### src/rtl/dmatx_pkg.sv
package dmatx_pkg;
  localparam int WORD_W = 32;

  localparam int FL_EOL  = 0;
  localparam int FL_EOP  = 3;
  localparam int FL_INTR = 4;
  localparam int FL_MD_LO = 16;
  localparam int CTX_DIS = 15;

  typedef enum logic [3:0] {
    S_IDLE, S_FETCH, S_MD, S_CHECK, S_RDW, S_EMIT, S_WB, S_CTXR, S_CTXW
  } walk_state_t;
endpackage

### src/rtl/dmatx_desc.sv
module dmatx_desc
  import dmatx_pkg::*;
(
  input  logic              clk,
  input  logic              rst_n,
  input  logic              cap_en,
  input  logic [1:0]        cap_idx,
  input  logic [WORD_W-1:0] cap_word,
  input  logic [1:0]        rd_idx,
  output logic [WORD_W-1:0] rd_word,
  output logic [WORD_W-1:0] d_next,
  output logic [WORD_W-1:0] d_start,
  output logic [WORD_W-1:0] d_end,
  output logic              f_eol,
  output logic              f_eop,
  output logic              f_intr,
  output logic [15:0]       f_md
);
  logic [WORD_W-1:0] words [4];

  always_ff @(posedge clk) begin
    if (!rst_n) begin
      for (int i = 0; i < 4; i++) words[i] <= '0;
    end else if (cap_en) begin
      words[cap_idx] <= cap_word;
    end
  end

  assign rd_word = words[rd_idx];
  assign d_next  = words[0];
  assign d_start = words[1];
  assign d_end   = words[3];
  assign f_eol   = words[2][FL_EOL];
  assign f_eop   = words[2][FL_EOP];
  assign f_intr  = words[2][FL_INTR];
  assign f_md    = words[2][FL_MD_LO +: 16];
endmodule

### src/rtl/dmatx_lane.sv
module dmatx_lane
  import dmatx_pkg::*;
(
  input  logic [WORD_W-1:0] word,
  input  logic [1:0]        ofs,
  input  logic              last_byte,
  input  logic              eop_flag,
  output logic [7:0]        byte_out,
  output logic              last_out
);
  always_comb begin
    byte_out = word[8*ofs +: 8];
    last_out = eop_flag && last_byte;
  end
endmodule

### src/rtl/dma_tx_walker.sv
module dma_tx_walker
  import dmatx_pkg::*;
#(
  parameter int BURST_MAX = 2048
) (
  input  logic        clk,
  input  logic        rst_n,
  input  logic        start,
  input  logic [31:0] start_desc,
  input  logic [31:0] start_ctx,
  output logic        busy,
  output logic        eol_state,
  output logic [31:0] cur_desc,
  output logic        irq_desc,
  input  logic        irq_clr,
  output logic        mem_req,
  output logic        mem_we,
  output logic [31:0] mem_addr,
  output logic [31:0] mem_wdata,
  input  logic        mem_ack,
  input  logic [31:0] mem_rdata,
  output logic        md_valid,
  input  logic        md_ready,
  output logic [15:0] md_data,
  output logic        st_valid,
  input  logic        st_ready,
  output logic [7:0]  st_data,
  output logic        st_last
);
  localparam int CW = $clog2(BURST_MAX + 1);
  localparam logic [CW-1:0] CAP = CW'(BURST_MAX);

  walk_state_t state;
  logic [1:0]        idx;
  logic [WORD_W-1:0] desc_ptr, ctx_ptr, pos, wbuf;
  logic [CW-1:0]     chunk;
  logic              md_pend, eol_q, irq_q, refetch;

  logic [WORD_W-1:0] d_next, d_start, d_end, rd_word;
  logic              f_eol, f_eop, f_intr;
  logic [15:0]       f_md;
  logic              cap_en, at_end_next, beat;

  assign cap_en      = (state == S_FETCH) && mem_ack;
  assign at_end_next = (pos + 32'd1) == d_end;
  assign beat        = st_valid && st_ready;

  dmatx_desc u_desc (
    .clk(clk), .rst_n(rst_n), .cap_en(cap_en), .cap_idx(idx),
    .cap_word(mem_rdata), .rd_idx(idx), .rd_word(rd_word),
    .d_next(d_next), .d_start(d_start), .d_end(d_end),
    .f_eol(f_eol), .f_eop(f_eop), .f_intr(f_intr), .f_md(f_md)
  );

  dmatx_lane u_lane (
    .word(wbuf), .ofs(pos[1:0]), .last_byte(at_end_next),
    .eop_flag(f_eop), .byte_out(st_data), .last_out(st_last)
  );

  always_comb begin
    mem_req   = 1'b0;
    mem_we    = 1'b0;
    mem_addr  = '0;
    mem_wdata = '0;
    case (state)
      S_FETCH: begin
        mem_req  = 1'b1;
        mem_addr = desc_ptr + {28'd0, idx, 2'b00};
      end
      S_RDW: begin
        mem_req  = 1'b1;
        mem_addr = {pos[31:2], 2'b00};
      end
      S_WB: begin
        mem_req   = 1'b1;
        mem_we    = 1'b1;
        mem_addr  = desc_ptr + {28'd0, idx, 2'b00};
        mem_wdata = rd_word;
      end
      S_CTXR: begin
        mem_req  = 1'b1;
        mem_addr = ctx_ptr + 32'd4;
      end
      S_CTXW: begin
        mem_req   = 1'b1;
        mem_we    = 1'b1;
        mem_addr  = ctx_ptr + 32'd4;
        mem_wdata = wbuf;
      end
      default: ;
    endcase
  end

  assign st_valid  = (state == S_EMIT);
  assign md_valid  = (state == S_MD);
  assign md_data   = f_md;
  assign busy      = (state != S_IDLE);
  assign eol_state = eol_q;
  assign cur_desc  = desc_ptr;
  assign irq_desc  = irq_q;

  always_ff @(posedge clk) begin
    if (!rst_n) begin
      state    <= S_IDLE;
      idx      <= '0;
      desc_ptr <= '0;
      ctx_ptr  <= '0;
      pos      <= '0;
      wbuf     <= '0;
      chunk    <= '0;
      md_pend  <= 1'b0;
      eol_q    <= 1'b0;
      irq_q    <= 1'b0;
      refetch  <= 1'b0;
    end else begin
      if (irq_clr) irq_q <= 1'b0;
      case (state)
        S_IDLE: if (start) begin
          desc_ptr <= start_desc;
          ctx_ptr  <= start_ctx;
          eol_q    <= 1'b0;
          md_pend  <= 1'b1;
          refetch  <= 1'b0;
          idx      <= '0;
          state    <= S_FETCH;
        end
        S_FETCH: if (mem_ack) begin
          idx <= idx + 2'd1;
          if (idx == 2'd3) begin
            chunk <= '0;
            if (!refetch) pos <= d_start;
            state <= md_pend ? S_MD : S_CHECK;
          end
        end
        S_MD: if (md_ready) begin
          md_pend <= 1'b0;
          state   <= S_CHECK;
        end
        S_CHECK: begin
          if (pos == d_end) begin
            if (f_intr) irq_q <= 1'b1;
            if (f_eop) md_pend <= 1'b1;
            idx   <= '0;
            state <= S_WB;
          end else if (chunk == CAP) begin
            refetch <= 1'b1;
            idx     <= '0;
            state   <= S_FETCH;
          end else begin
            state <= S_RDW;
          end
        end
        S_RDW: if (mem_ack) begin
          wbuf  <= mem_rdata;
          state <= S_EMIT;
        end
        S_EMIT: if (st_ready) begin
          pos   <= pos + 32'd1;
          chunk <= chunk + CW'(1);
          if (at_end_next || pos[1:0] == 2'd3 || (chunk + CW'(1)) == CAP)
            state <= S_CHECK;
        end
        S_WB: if (mem_ack) begin
          idx <= idx + 2'd1;
          if (idx == 2'd3) begin
            if (f_eol) begin
              state <= S_CTXR;
            end else begin
              desc_ptr <= d_next;
              refetch  <= 1'b0;
              state    <= S_FETCH;
            end
          end
        end
        S_CTXR: if (mem_ack) begin
          wbuf  <= mem_rdata | (32'd1 << CTX_DIS);
          state <= S_CTXW;
        end
        S_CTXW: if (mem_ack) begin
          eol_q <= 1'b1;
          state <= S_IDLE;
        end
        default: state <= S_IDLE;
      endcase
    end
  end

  AST_STREAM_HOLD: assert property (@(posedge clk) disable iff (!rst_n)
    st_valid && !st_ready |=> st_valid && $stable(st_data) && $stable(st_last));
  AST_MD_HOLD: assert property (@(posedge clk) disable iff (!rst_n)
    md_valid && !md_ready |=> md_valid && $stable(md_data));
  AST_EOL_QUIET: assert property (@(posedge clk) disable iff (!rst_n)
    eol_state |-> !mem_req && !st_valid && !md_valid);
  AST_LAST_AT_END: assert property (@(posedge clk) disable iff (!rst_n)
    st_valid && st_last |-> (pos + 32'd1) == d_end && f_eop);
  AST_BURST_CAP: assert property (@(posedge clk) disable iff (!rst_n)
    st_valid |-> chunk < CAP);
  AST_MEM_HOLD: assert property (@(posedge clk) disable iff (!rst_n)
    mem_req && !mem_ack |=> mem_req && $stable(mem_addr) && $stable(mem_we));
  AST_IRQ_STICKY: assert property (@(posedge clk) disable iff (!rst_n)
    irq_desc && !irq_clr |=> irq_desc);
endmodule

### config.mk
export PLATFORM = sky130hd
export DESIGN_NAME = dma_tx_walker
export DESIGN_NICKNAME = d
export VERILOG_FILES = /design/src/rtl/dmatx_pkg.sv /design/src/rtl/dmatx_desc.sv /design/src/rtl/dmatx_lane.sv /design/src/rtl/dma_tx_walker.sv
export SDC_FILE = /design/constraint.sdc
export NUM_CORES = 1
export LEC_CHECK = 0
export ABC_AREA = 1
export BUFFER_PORTS_ARGS = -buffer_cell sky130_fd_sc_hd__buf_2
export CORE_ASPECT_RATIO = 1.25
export CORE_MARGIN = 5
export CORE_UTILIZATION = 53
export CTS_CLUSTER_DIAMETER = 80
export DETAILED_ROUTE_END_ITERATION = 16
export MAX_ROUTING_LAYER = met4
export PLACE_DENSITY_LB_ADDON = 0.05
export SYNTH_ARGS = -nofsm -noshare
export SYNTH_HDL_FRONTEND = slang
export SYNTH_SLANG_ARGS = --single-unit
### constraint.sdc
create_clock -name clk -period 3.63 [get_ports clk]
set_input_delay 0.5445 -clock clk [delete_from_list [all_inputs] [get_ports clk]]
set_output_delay 0.5445 -clock clk [all_outputs]
set_load 0.02 [all_outputs]
# After elaboration in Yosys (flattened, before gate mapping)
# Memories as Yosys holds them, arrays and structs flattened. A register that Yosys moved wholly into a read port is not among the register bits.
# Cells that the tools add are included.
# word_totals
output_inout_bits,128
mem_count,1
inputBits,103
elab_cells,148
regBits,150
ram_bits,128
# memory_table
name,words,width,read_ports,rd_ports_with_merged_regs,wr,line,text
u_desc.words,4,32,5,1,4,dmatx_desc.sv:19,logic [WORD_W-1:0] words [4];
# classes
addsub,5
n_eq_ne,33
shifts,1
n_reduce_logical,28
n_mux,69
# ops
operator,n
2-to-1 mux 32 bit,11
one-hot mux 32 bit (2 select lines),4
one-hot mux 32 bit (3 select lines),1
equality test 32 bit,2
2-to-1 mux 4 bit,11
2-to-1 mux 12 bit,3
one-hot mux 4 bit (9 select lines),1
adder 32 x 1 -> 32 bit (second input constant),1
adder 32 x 3 -> 32 bit (second input constant),1
adder 32 x 4 -> 32 bit,1
OR reduction 32 bit,1
variable part select 32 x 6 -> 8 bit,1
equality test 12 bit (second input constant),2
!= test 2 bit (second input constant),12
one-hot mux 12 bit (2 select lines),1
2-to-1 mux 1 bit,23
equality test 4 x 3 -> 1 bit (second input constant),4
AND reduction 5 bit,3
2-to-1 mux 2 bit,7
adder 12 x 1 -> 12 bit (second input constant),1
!= test 2 x 1 -> 1 bit (second input constant),6
AND reduction 11 bit,1
2-to-1 mux 3 bit,3
nonzero test 3 bit,3
other kinds (20),32

# Depth between registers and ports, before layout
# Gate-level depths: netlist of run 1.
# depth
word_depth,7
ltp_mapped,18
depth_no_buf,18

# Cells and area by module
# From an unflattened synthesis of run 1, not the netlist that was laid out.
# hier_totals
cells_unflattened,2476
area_unflattened_um2,17266.6
# by_module_without_submodules
mod,n_inst,area_per_inst_um2,seq_area_each_um2,cells_per_inst
dma_tx_walker,1,10476.3,3002.9,1675
dmatx_desc,1,6387.4,3843.7,705
dmatx_lane,1,402.9,0.0,96

# Least setup slack after synthesis of run 1
# No wires, ideal clock.
# synth_timing
kind,register -> register
from,reg state[3]
to,mem u_desc.words[2][0] (enable)
required_ns,3.164
arrival_time_ns,3.523
slack_ns,-0.359
stages_incl_launch_ff,9
setup_ns,0.466
period_less_slack_ns,3.989
path_buffers,1
path_cell_list,dfxtp_1 > nor2_1 > inv_1 > nor2_1 > inv_1 > nor2_1 > nand2_1 > clkbuf_1 > o21ai_0
# synth_rtl
element,line,text
from (decl),dma_tx_walker.sv:33,walk_state_t state;
from (signal assigned),dma_tx_walker.sv:132,state <= md_pend ? S_MD : S_CHECK;
to (decl),dmatx_desc.sv:19,

# Final worst setup path of run 1
# layout_timing
from,"reg desc_ptr[3], in the netlist cur_desc[3]"
to,out mem_addr[30]
# layout_between
elab_chain_len,2
# layout_rtl
element,line,text
from (decl),dma_tx_walker.sv:35,"logic [WORD_W-1:0] desc_ptr, ctx_ptr, pos, wbuf;"
from (signal assigned),dma_tx_walker.sv:119,desc_ptr <= start_desc;
from (signal assigned),dma_tx_walker.sv:169,desc_ptr <= d_next;
adder 32 x 4 -> 32 bit,"dma_tx_walker.sv:68, dma_tx_walker.sv:77",
one-hot mux 32 bit (3 select lines),dma_tx_walker.sv:65,case (state)
to (decl),dma_tx_walker.sv:18,"output logic [31:0] mem_addr,"
# No other way between the ends.

==> impl_metrics.env, run 1 <==
export IMPL_finClkSkew_ps=10.9
export IMPL_worstMarginPinSlew_ps=980
export IMPL_ys_ff_latch=280
export IMPL_synth_largest_area_cell="edfxtp_1"
export IMPL_drt_iter0_drc=2109
export IMPL_worstSetupStartpointType="flop"
export IMPL_whs_ps=215
export IMPL_syn_inst=2285
export IMPL_vias=17300
export IMPL_yosysWarnings=0
export IMPL_setup_viol=1
export IMPL_leakage_nw=7.95
export IMPL_antenna_found_initial=0
export IMPL_run_status="complete, but fails checks"
export IMPL_rows=72
export IMPL_yosys_top_cells_area="edfxtp_1, dfxtp_1, nand2_1"
export IMPL_cp_end_kind="output pin"
export IMPL_finalSetupTns_ps=-3.70
export IMPL_fp_dieArea_sq_mm=0.0350
export IMPL_report_final_slew_viol_count=0
export IMPL_layout_setup_ws_ps=-3.70
export IMPL_crit_start="cur_desc[3]$_SDFFE_PN0P_"
export IMPL_hold_start="irq_clr"
export IMPL_core_sq_mm=0.0309
export IMPL_areaGrowthSynthToFinish_pct=18.1
export IMPL_layout_drive_gt1_share_pct=18.9
export IMPL_crit_fanout=4
export IMPL_grt_max_degree=107
export IMPL_top_level_ports=231
export IMPL_cp_data_required_time_ps=3090
export IMPL_worstReg2RegStart="u_desc.words[3][27]$_DFFE_PP_"
export IMPL_grtUsageTotal_pct=36.3
export IMPL_worstSkewPairLatency_ps=590
export IMPL_ir_drop_uv=556
export IMPL_nNetsFinal=2595
export IMPL_drv_cap=0
export IMPL_cts_buffers=30
export IMPL_syn_area_sq_mm=0.0166
export IMPL_initial_core_util_pct=53.7
export IMPL_post_route_period_util_pct=100
export IMPL_synth_fp_nets=2396
export IMPL_hold_violations=0
export IMPL_h_tree_depth=1
export IMPL_ant_nets=0
export IMPL_wl_um=64800
export IMPL_cts_hold_buffers=0
export IMPL_synth_seq_area_share_pct=41.5
export IMPL_synth_enable_flop_cells=128
export IMPL_ys_types=52
export IMPL_synth_top_area_share_pct=23.2
export IMPL_die_x_um=168
export IMPL_crit_type="flop to output pin"
export IMPL_async_flop_share_pct=0
export IMPL_globalplace_congestion=1.06
export IMPL_clk_transition_reported_paths_ps=60
export IMPL_crit_arrival_ps=3090
export IMPL_first_pass_iters=6
export IMPL_powerDensity_mw_per_mm2=629
export IMPL_overflow=0
export IMPL_avgSynthCellArea_sq_um=7.26
export IMPL_route_detailed_drc=0
export IMPL_root_buffer="clkbuf_16"
export IMPL_viasPerCell=5.95
export IMPL_dp_hpwl_um=48100
export IMPL_cts_tree="built"
export IMPL_period_needed_ps=3630
export IMPL_rsz0062_at_grt="true"
export IMPL_fin_util_pct=63.4
export IMPL_grt_pass1_vias=16200
export IMPL_grt_pass1_wl_um=96100
export IMPL_slew_limit_headroom_pct=34.0
export IMPL_hold_class="primary input to flop"
export IMPL_synthFlopType="dfxtp_1"
export IMPL_cts_sinks=280
export IMPL_antennaDiodeCount=0
export IMPL_clock_path_buffers=3
export IMPL_die_h_um=208
export IMPL_portBuffers=230
export IMPL_violations="negative setup slack"
export IMPL_max_freq_ghz=0.275
export IMPL_post_drt_wl_per_cell_um=22.2
## metrics by stage
stage / std cells / area [sq um] / setup WS [ps] / power, mW
2_1_floorplan: 2285 / 16600 / 384 / 7.34
3_3_place_gp: 2826 / 18100 / 315 / 8.98
3_5_place_dp: 2826 / 18100 / 253 / 9.03
4_1_cts: 2902 / 19300 / -61.7 / 12.2
5_1_grt: 2915 / 19600 / -135 / 12.9
6_report: 2915 / 19600 / -3.70 / 12.3
## repair_timing
item,CTS,global route
setup buffers,20,13
pin swaps,6,22
setup endpoints to repair,11,19
gates resized for setup,26,69
## kinds of logic (layout without fill, tap and decap cells)
| kind of cell | Yosys count | count (layout) | share of synthesized area [%] |
|---|---|---|---|
| AO/OA/AOI/OAI | 554 | 554 | 19.9 |
| XOR/XNOR | 50 | 50 | 2.64 |
| adder cells (fa/ha/maj) | 8 | 8 | 0.649 |
| buffers and inverters | 416 | 639 | 9.89 |
| flip-flops | 280 | 280 | 41.5 |
| AND/OR/NAND/NOR | 977 | 977 | 25.4 |
## layout make-up
class                      instances  area, sq um
fill                            2857        11300
multi-input combinational       1589         8320
sequential                       280         6910
timing repair buffer             301         1790
inverter                         282         1060
clock buffer                      46          912
tap                              407          509
clock inverter                    10         82.6
## where the power goes
part	internal, mW	leakage (nW)	total (mW)	switching [mW]
Combinational	1.43	4.89	4.58	3.15
Sequential	3.86	2.57	4.63	0.769
Clock	1.79	0.486	3.12	1.33
Total	7.08	7.95	12.3	5.24
## layout by cell type, fill, tap and decap left out, types with 5 or more instances in the layout
master	Yosys	layout
a21oi_1	177	176
a32o_1	33	33
dfxtp_2	0	16
nand3_1	109	103
edfxtp_1	128	128
inv_1	275	270
nand2_1	461	455
o221ai_1	10	10
xnor2_1	24	24
buf_4	17	74
clkbuf_8	0	8
a221oi_1	7	7
o31ai_1	6	6
o211ai_1	57	57
buf_12	0	5
o21ai_0	194	191
buf_2	11	219
nand3_2	3	6
inv_2	5	9
dfxtp_1	152	134
ha_1	7	5
nand3b_1	10	10
or2_2	10	10
clkbuf_1	91	7
clkinv_2	0	6
nor2_4	10	20
a31oi_1	39	39
nand2_2	9	14
nor2_2	7	20
o22ai_1	11	11
nor2_1	257	234
clkbuf_16	0	31
nor4_1	8	8
nand4_1	28	28
xor2_1	26	25
nor3_2	2	5
nor3_1	57	53
## flip-flops by register name, summed over array words and instances, names as in the netlist, named ones only
signal / cells
u_desc.words: 128
ctx_ptr: 32
cur_desc: 32
pos: 32
wbuf: 32
chunk: 12
state: 4
idx: 2
eol_state: 1
irq_desc: 1
md_pend: 1
refetch: 1
## worst max-delay path, cell delays in order, from the launching register on
cell and delay, ps:
dfxtp_1 380, inv_1 90, fa_2 380, inv_2 90, nand3_4 70, nor2_4 110
nand2_2 80, nor2_4 100, nand4_1 140, nor2_2 140, nand4_1 190, nor2_1 200
nand3_1 80, nand2_1 60, nand2_1 60, o211ai_1 130, buf_4 200
## per-layer routing
metal	track usage, %	up-vias	wire (um)
li1	-	8113	-
met3	3.96	200	4980
met4	20.0	0	4670
met5	-	-	0
met2	58.0	932	30500
met1	45.0	8092	24700
## synth_stat cells (8+ instances only)
cell type,count
a31oi_1,39
a32o_1,33
a21oi_1,177
edfxtp_1,128
clkbuf_1,91
xor2_1,26
nor3_1,57
nand3_1,109
xnor2_1,24
buf_2,11
o22ai_1,11
nand2_1,461
dfxtp_1,152
o221ai_1,10
o21ai_0,194
nand3b_1,10
o211ai_1,57
or2_2,10
nor2_4,10
nand4_1,28
nand2_2,9
inv_1,275
buf_4,17
nor4_1,8
nor2_1,257
buf_1,14
## final timing paths
kind | to | depth (start not counted) | slack (ps)
hold reg to reg | ctx_ptr[1]$_SDFFE_PN0P_ | 2 | 460
setup reg to reg | flop | 10 | 610
hold / removal | irq_desc$_SDFF_PN0_ | 4 | 210
setup / recovery | mem_addr[30] | 16 | -4
No activity file was read; power rests on OpenSTA's default activity.
==> run 2: changes to the inputs <==
==> constraint.sdc (replaced) <==
create_clock -name clk -period 3 [get_ports clk]
set_input_delay 0.45 -clock clk [delete_from_list [all_inputs] [get_ports clk]]
set_output_delay 0.45 -clock clk [all_outputs]
set_load 0.02 [all_outputs]
==> run 2 against run 1 <==
Net effect:
- the flow still finishes with violations (negative setup slack)
- setup slack got worse by 680 ps
- critical path depth increased by 2
- final cell count grew 2.4%
- power up 29%
- combinational power is 35% higher
- utilization is 3.9 points higher
- sequential share of layout area down 1.9 points
- critical path type unchanged
==> impl_metrics.env, run 2 (synthesis results as in run 1) <==
export IMPL_root_buffer="clkbuf_16"
export IMPL_internal_power_mw=9.23
export IMPL_setup_viol=25
export IMPL_drv_cap=0
export IMPL_crit_chain="ha_4 -> inv_2 -> fa_2 -> inv_2 -> buf_4 -> buf_4 -> buf_4 -> buf_4 -> buf_4 -> buf_4 -> buf_4 -> buf_4 -> buf_4 -> buf_4 -> or2_2 -> nand3_2 -> o211ai_1 -> buf_4"
export IMPL_vias=18000
export IMPL_largest_register="u_desc.words"
export IMPL_slew_limit_headroom_pct=36.2
export IMPL_worstSkewPairLatency_ps=590
export IMPL_r2r_slack_ps=70
export IMPL_cts_buffers=30
export IMPL_fillCellCount=2659
export IMPL_max_freq_ghz=0.271
export IMPL_cp_end_kind="output pin"
export IMPL_hold_start="irq_clr"
export IMPL_route_detailed_drc=0
export IMPL_grt_pass1_vias=17200
export IMPL_post_drt_wl_per_cell_um=22.9
export IMPL_powerDensity_mw_per_mm2=766
export IMPL_cts_tree="built"
export IMPL_whs_ps=122
export IMPL_grtUsageTotal_pct=38.2
export IMPL_mostFrequentLayoutCells="nand2_1, inv_1, nor2_1"
export IMPL_clock_path_buffers=3
export IMPL_reg2reg_depth=26
export IMPL_sequentialPowerShare_pct=35.0
export IMPL_initial_core_util_pct=53.7
export IMPL_antennaDiodeCount=0
export IMPL_netSwitchingPower_mw=6.70
export IMPL_overflow=0
export IMPL_crit_slowest_cell="dfxtp_2"
export IMPL_viasPerCell=6.01
export IMPL_hold_path_endpoint="irq_desc$_SDFF_PN0_"
export IMPL_final_area_sq_mm=0.0208
export IMPL_grt_pass1_wl_um=101000
export IMPL_period_needed_ps=3690
export IMPL_clk_transition_reported_paths_ps=60
export IMPL_first_pass_iters=8
export IMPL_finClkSkew_ps=14.0
export IMPL_p_clk_share_pct=26.1
export IMPL_core_sq_mm=0.0309
export IMPL_power_frac_comb_pct=38.9
export IMPL_areaGrowthSynthToFinish_pct=25.3
export IMPL_leakage_nw=8.53
export IMPL_nNetsFinal=2666
export IMPL_antenna_found_initial=0
export IMPL_post_route_period_util_pct=123
export IMPL_drt_iter0_drc=2374
export IMPL_placed_area_sq_mm=0.0185
export IMPL_h_tree_depth=1
export IMPL_worstSetupStartpointType="flop"
export IMPL_globalplace_congestion=1.03
export IMPL_dp_cells=2873
export IMPL_whs_path_depth=4
export IMPL_violations="negative setup slack"
export IMPL_crit_fanout=2
export IMPL_wl_um=68500
export IMPL_cp_data_required_time_ps=2550
export IMPL_power_total_mw=15.9
export IMPL_run_status="complete, but fails checks"
export IMPL_final_common_cell="nand2_1"
export IMPL_ant_nets=0
export IMPL_rsz0062_at_grt="true"
export IMPL_swShare_pct=42.1
export IMPL_die_h_um=208
export IMPL_worstMarginPinSlew_ps=949
export IMPL_layout_setup_ws_ps=-688
export IMPL_grt_max_degree=67
export IMPL_timing_rr_end="state[1]$_SDFFE_PN0P_"
export IMPL_crit_arrival_ps=3240
export IMPL_report_final_slew_viol_count=0
export IMPL_worst_path_largest_cell_delay_ps=340
export IMPL_top_level_ports=231
export IMPL_fin_util_pct=67.3
export IMPL_dp_hpwl_um=50600
export IMPL_worstReg2RegStart="pos[1]$_SDFFE_PN0P_"
export IMPL_ir_drop_uv=569
export IMPL_rows=72
export IMPL_portBuffers=230
export IMPL_hold_class="primary input to flop"
export IMPL_finalNonFillerCells=2986
export IMPL_layout_drive_gt1_share_pct=24.1
export IMPL_cts_sinks=280
export IMPL_hold_violations=0
export IMPL_fp_dieArea_sq_mm=0.0350
export IMPL_cpMostUsedCell="buf_4"
export IMPL_die_x_um=168
export IMPL_crit_type="flop to output pin"
export IMPL_largest_register_ffs=128
run 2: power by group through the flow:
stage | logic (mW) | registers [mW] | clock network (mW)
after floorplan | 3.54 | 5.35 | 0
after global placement | 5.52 | 5.53 | 0
after detailed placement | 5.57 | 5.54 | 0
after CTS | 5.80 | 5.50 | 4.19
after global routing | 6.66 | 5.63 | 4.34
final | 6.19 | 5.57 | 4.16
run 2: cell type report:
type | count | area (sq um) | area share [%]
inverter | 282 | 1080 | 5.18
multi-input combinational | 1589 | 8680 | 41.8
sequential | 280 | 6940 | 33.4
timing repair buffer | 371 | 2470 | 11.9
tap | 407 | 509 | 2.45
clock inverter | 22 | 309 | 1.49
timing repair inverter | 1 | 7.51 | 0.0361
clock buffer | 34 | 787 | 3.79
run 2: repair_timing:
item / in CTS / in global routing
gates resized for setup: 112 / 126
hold endpoints to repair: 0 / 0
setup endpoints to repair: 32 / 58
gates cloned: 0 / 1
pin swaps: 39 / 49
hold buffers: 0 / 0
setup buffers: 46 / 24
run 2: metrics by stage:
step,worst slack (ps),setup TNS (ps)
after floorplan,24.8,0
after global placement,-103,-338
after detailed placement,-160,-788
after CTS,-699,-10530
after global routing,-822,-12820
final,-688,-8840
run 2: worst max-delay path, delay by kind of cell, from the launching register on:
kind	cells	cell delay, ps
buffers and inverters	13	1490
flip-flops	1	340
AO/OA/AOI/OAI	1	120
adder cells (fa/ha/maj)	2	340
AND/OR/NAND/NOR	2	380
run 2: worst max path at each step:
stage                             startpoint            to  slack (ps)  cells after the start
global placement         idx[0]$_SDFFE_PN0P_  mem_addr[30]        -100                     17
global route        cur_desc[2]$_SDFFE_PN0P_  mem_addr[30]        -820                     17
floorplan                idx[0]$_SDFFE_PN0P_  mem_addr[28]          20                     15
finish              cur_desc[2]$_SDFFE_PN0P_   mem_addr[4]        -690                     18
detailed placement       idx[0]$_SDFFE_PN0P_  mem_addr[30]        -160                     17
CTS                 cur_desc[2]$_SDFFE_PN0P_  mem_addr[30]        -700                     17
run 2: metal layers:
layer	vias up	track usage (%)	share of wire, %
li1	8256	-	-
met1	8427	47.5	37
met2	1057	61.0	48
met3	217	3.92	8.4
met4	0	21.4	7.0
met5	-	-	0
==> run 3: changes to the inputs <==
--- a/config.mk
+++ b/config.mk
@@ -9,11 +9,11 @@
 export BUFFER_PORTS_ARGS = -buffer_cell sky130_fd_sc_hd__buf_2
 export CORE_ASPECT_RATIO = 1.25
 export CORE_MARGIN = 5
-export CORE_UTILIZATION = 53
+export CORE_UTILIZATION = 52
 export CTS_CLUSTER_DIAMETER = 80
 export DETAILED_ROUTE_END_ITERATION = 16
 export MAX_ROUTING_LAYER = met4
-export PLACE_DENSITY_LB_ADDON = 0.05
+export PLACE_DENSITY_LB_ADDON = 0.1
 export SYNTH_ARGS = -nofsm -noshare
 export SYNTH_HDL_FRONTEND = slang
 export SYNTH_SLANG_ARGS = --single-unit
==> run 3 against run 2 <==
Net effect:
- the run still ends with negative setup slack left
- sequential share of layout area rose by 0.069 points
- count of clock-buffer cells in the layout rose by 1
- sequential power barely moved
- clock power fell by 11%
- critical path type unchanged
- global-route usage fell by 0.61 points
- utilization fell by 1.9 points
- setup slack improved by 1.4 ps
- fmax barely moved
- first-iteration DRC count fell by 7.5%
- highest routed layer unchanged
- sequential cell count did not move
==> impl_metrics.env, run 3 (synthesis results as in run 1) <==
export IMPL_run_status="complete, but fails checks"
export IMPL_violations="negative setup slack"
export IMPL_whs_ps=132
export IMPL_clock_path_buffers=3
export IMPL_vias=17700
export IMPL_die_h_um=210
export IMPL_core_sq_mm=0.0317
export IMPL_root_buffer="clkbuf_16"
export IMPL_finClkSkew_ps=19.8
export IMPL_grtUsageTotal_pct=37.6
export IMPL_hold_violations=0
export IMPL_layout_drive_gt1_share_pct=24.0
export IMPL_dp_hpwl_um=50700
export IMPL_crit_fanout=4
export IMPL_clk_transition_reported_paths_ps=70
export IMPL_setup_viol=24
export IMPL_nNetsFinal=2667
export IMPL_cts_buffers=29
export IMPL_crit_arrival_ps=3240
export IMPL_largest_register="u_desc.words"
export IMPL_final_common_cell="nand2_1"
export IMPL_overflow=0
export IMPL_rsz0062_at_grt="true"
export IMPL_cp_end_kind="output pin"
export IMPL_worstSkewPairLatency_ps=570
export IMPL_period_needed_ps=3690
export IMPL_die_x_um=170
export IMPL_report_final_slew_viol_count=0
export IMPL_drt_iter0_drc=2196
export IMPL_largest_register_ffs=128
export IMPL_cts_sinks=280
export IMPL_globalplace_congestion=1.05
export IMPL_portBuffers=230
export IMPL_antenna_found_initial=0
export IMPL_max_freq_ghz=0.271
export IMPL_first_pass_iters=6
export IMPL_hold_class="primary input to flop"
export IMPL_post_route_period_util_pct=123
export IMPL_antennaDiodeCount=0
export IMPL_fp_dieArea_sq_mm=0.0356
export IMPL_crit_start="cur_desc[2]$_SDFFE_PN0P_"
export IMPL_areaGrowthSynthToFinish_pct=24.8
export IMPL_cts_hold_buffers=0
export IMPL_crit_type="flop to output pin"
export IMPL_route_detailed_drc=0
export IMPL_r2r_slack_ps=70
export IMPL_drv_cap=0
export IMPL_initial_core_util_pct=52.3
export IMPL_finalSetupTns_ps=-8650
export IMPL_wl_um=68100
export IMPL_viasPerCell=5.94
export IMPL_h_tree_depth=1
export IMPL_worstMarginPinSlew_ps=875
export IMPL_layout_setup_ws_ps=-686
export IMPL_rows=73
export IMPL_top_level_ports=231
export IMPL_ir_drop_uv=592
export IMPL_grt_pass1_wl_um=99900
export IMPL_fillCellCount=2850
export IMPL_grt_pass1_vias=16700
export IMPL_worstSetupStartpointType="flop"
export IMPL_leakage_nw=8.50
export IMPL_ant_nets=0
export IMPL_mostFrequentLayoutCells="nand2_1, inv_1, nor2_1"
export IMPL_slew_limit_headroom_pct=41.2
export IMPL_grt_max_degree=107
export IMPL_hold_start="irq_clr"
export IMPL_cts_tree="built"
export IMPL_cp_data_required_time_ps=2550
export IMPL_worstReg2RegStart="pos[0]$_SDFFE_PN0P_"
export IMPL_post_drt_wl_per_cell_um=22.8
export IMPL_powerDensity_mw_per_mm2=754
-- run 3: cell count changes in the layout (fill, tap and decap cells not counted), moves of 4 or more --
| cell | previous run | this run |
|---|---|---|
| dfxtp_1 | 127 | 131 |
| nand2_1 | 440 | 433 |
| nand2_4 | 7 | 11 |
| nor2_2 | 31 | 27 |
| nor2_4 | 21 | 26 |
-- run 3: worst max-delay path, stage by stage, from the launching register on --
cell and delay (ps):
dfxtp_2 360, ha_4 150, inv_2 30, fa_2 330
inv_2 80, nand3_4 70, nor2_4 110, nand2_2 80
nor2_4 90, nand4_1 180, nor2_2 190, nand4_1 270
nor2_2 260, nor2_1 80, o221ai_2 230, buf_6 160
-- run 3: final timing paths --
path,to,cells after the start
worst max-delay path,mem_addr[26],15
worst min-delay path,irq_desc$_SDFF_PN0_,4
worst max register to register,state[0]$_SDFFE_PN0P_,25
worst min register to register,eol_state$_SDFFE_PN0P_,2
-- run 3: what timing repair did --
item / CTS / global route
setup buffers: 42 / 25
cloned: 1 / 0
pin swaps: 43 / 64
resized for setup: 132 / 109
endpoints found under the setup margin: 31 / 35
-- run 3: cell type report --
class / instances / area, sq um / area share [%]
Inverter: 282 / 1070 / 5.17
Multi-Input combinational cell: 1589 / 8760 / 42.3
Tap cell: 412 / 515 / 2.49
Timing Repair Buffer: 373 / 2480 / 12.0
Timing Repair inverter: 1 / 7.51 / 0.0363
Clock buffer: 35 / 748 / 3.61
Clock inverter: 17 / 195 / 0.943
Sequential cell: 280 / 6930 / 33.5
-- run 3: where the power goes --
group	switching [mW]	internal (mW)	total [mW]
sequential	0.902	4.68	5.58
combinational	4.17	2.14	6.31
clock	1.59	2.12	3.72
total	6.66	8.94	15.6
-- run 3: per-stage QoR --
stage / instances / power [mW] / util [%] / worst slack [ps] / cell area [sq um]
after floorplan: 2285 / 8.88 / - / 24.8 / 16600
after global placement: 2883 / 11.1 / 58.4 / -285 / 18500
after detailed placement: 2883 / 11.2 / 58.4 / -370 / 18500
after CTS: 2977 / 15.2 / 63.7 / -630 / 20200
after global routing: 2989 / 16.3 / 65.3 / -794 / 20700
final: 2989 / 15.6 / 65.3 / -686 / 20700
-- run 3: layer usage --
metal / up-vias / part of all wire [%] / GRT usage (%)
li1: 8261 / - / -
met1: 8242 / 37 / 46.6
met2: 1028 / 47 / 60.8
met3: 215 / 8.6 / 4.01
met4: 0 / 7.0 / 19.5
met5: - / 0 / -
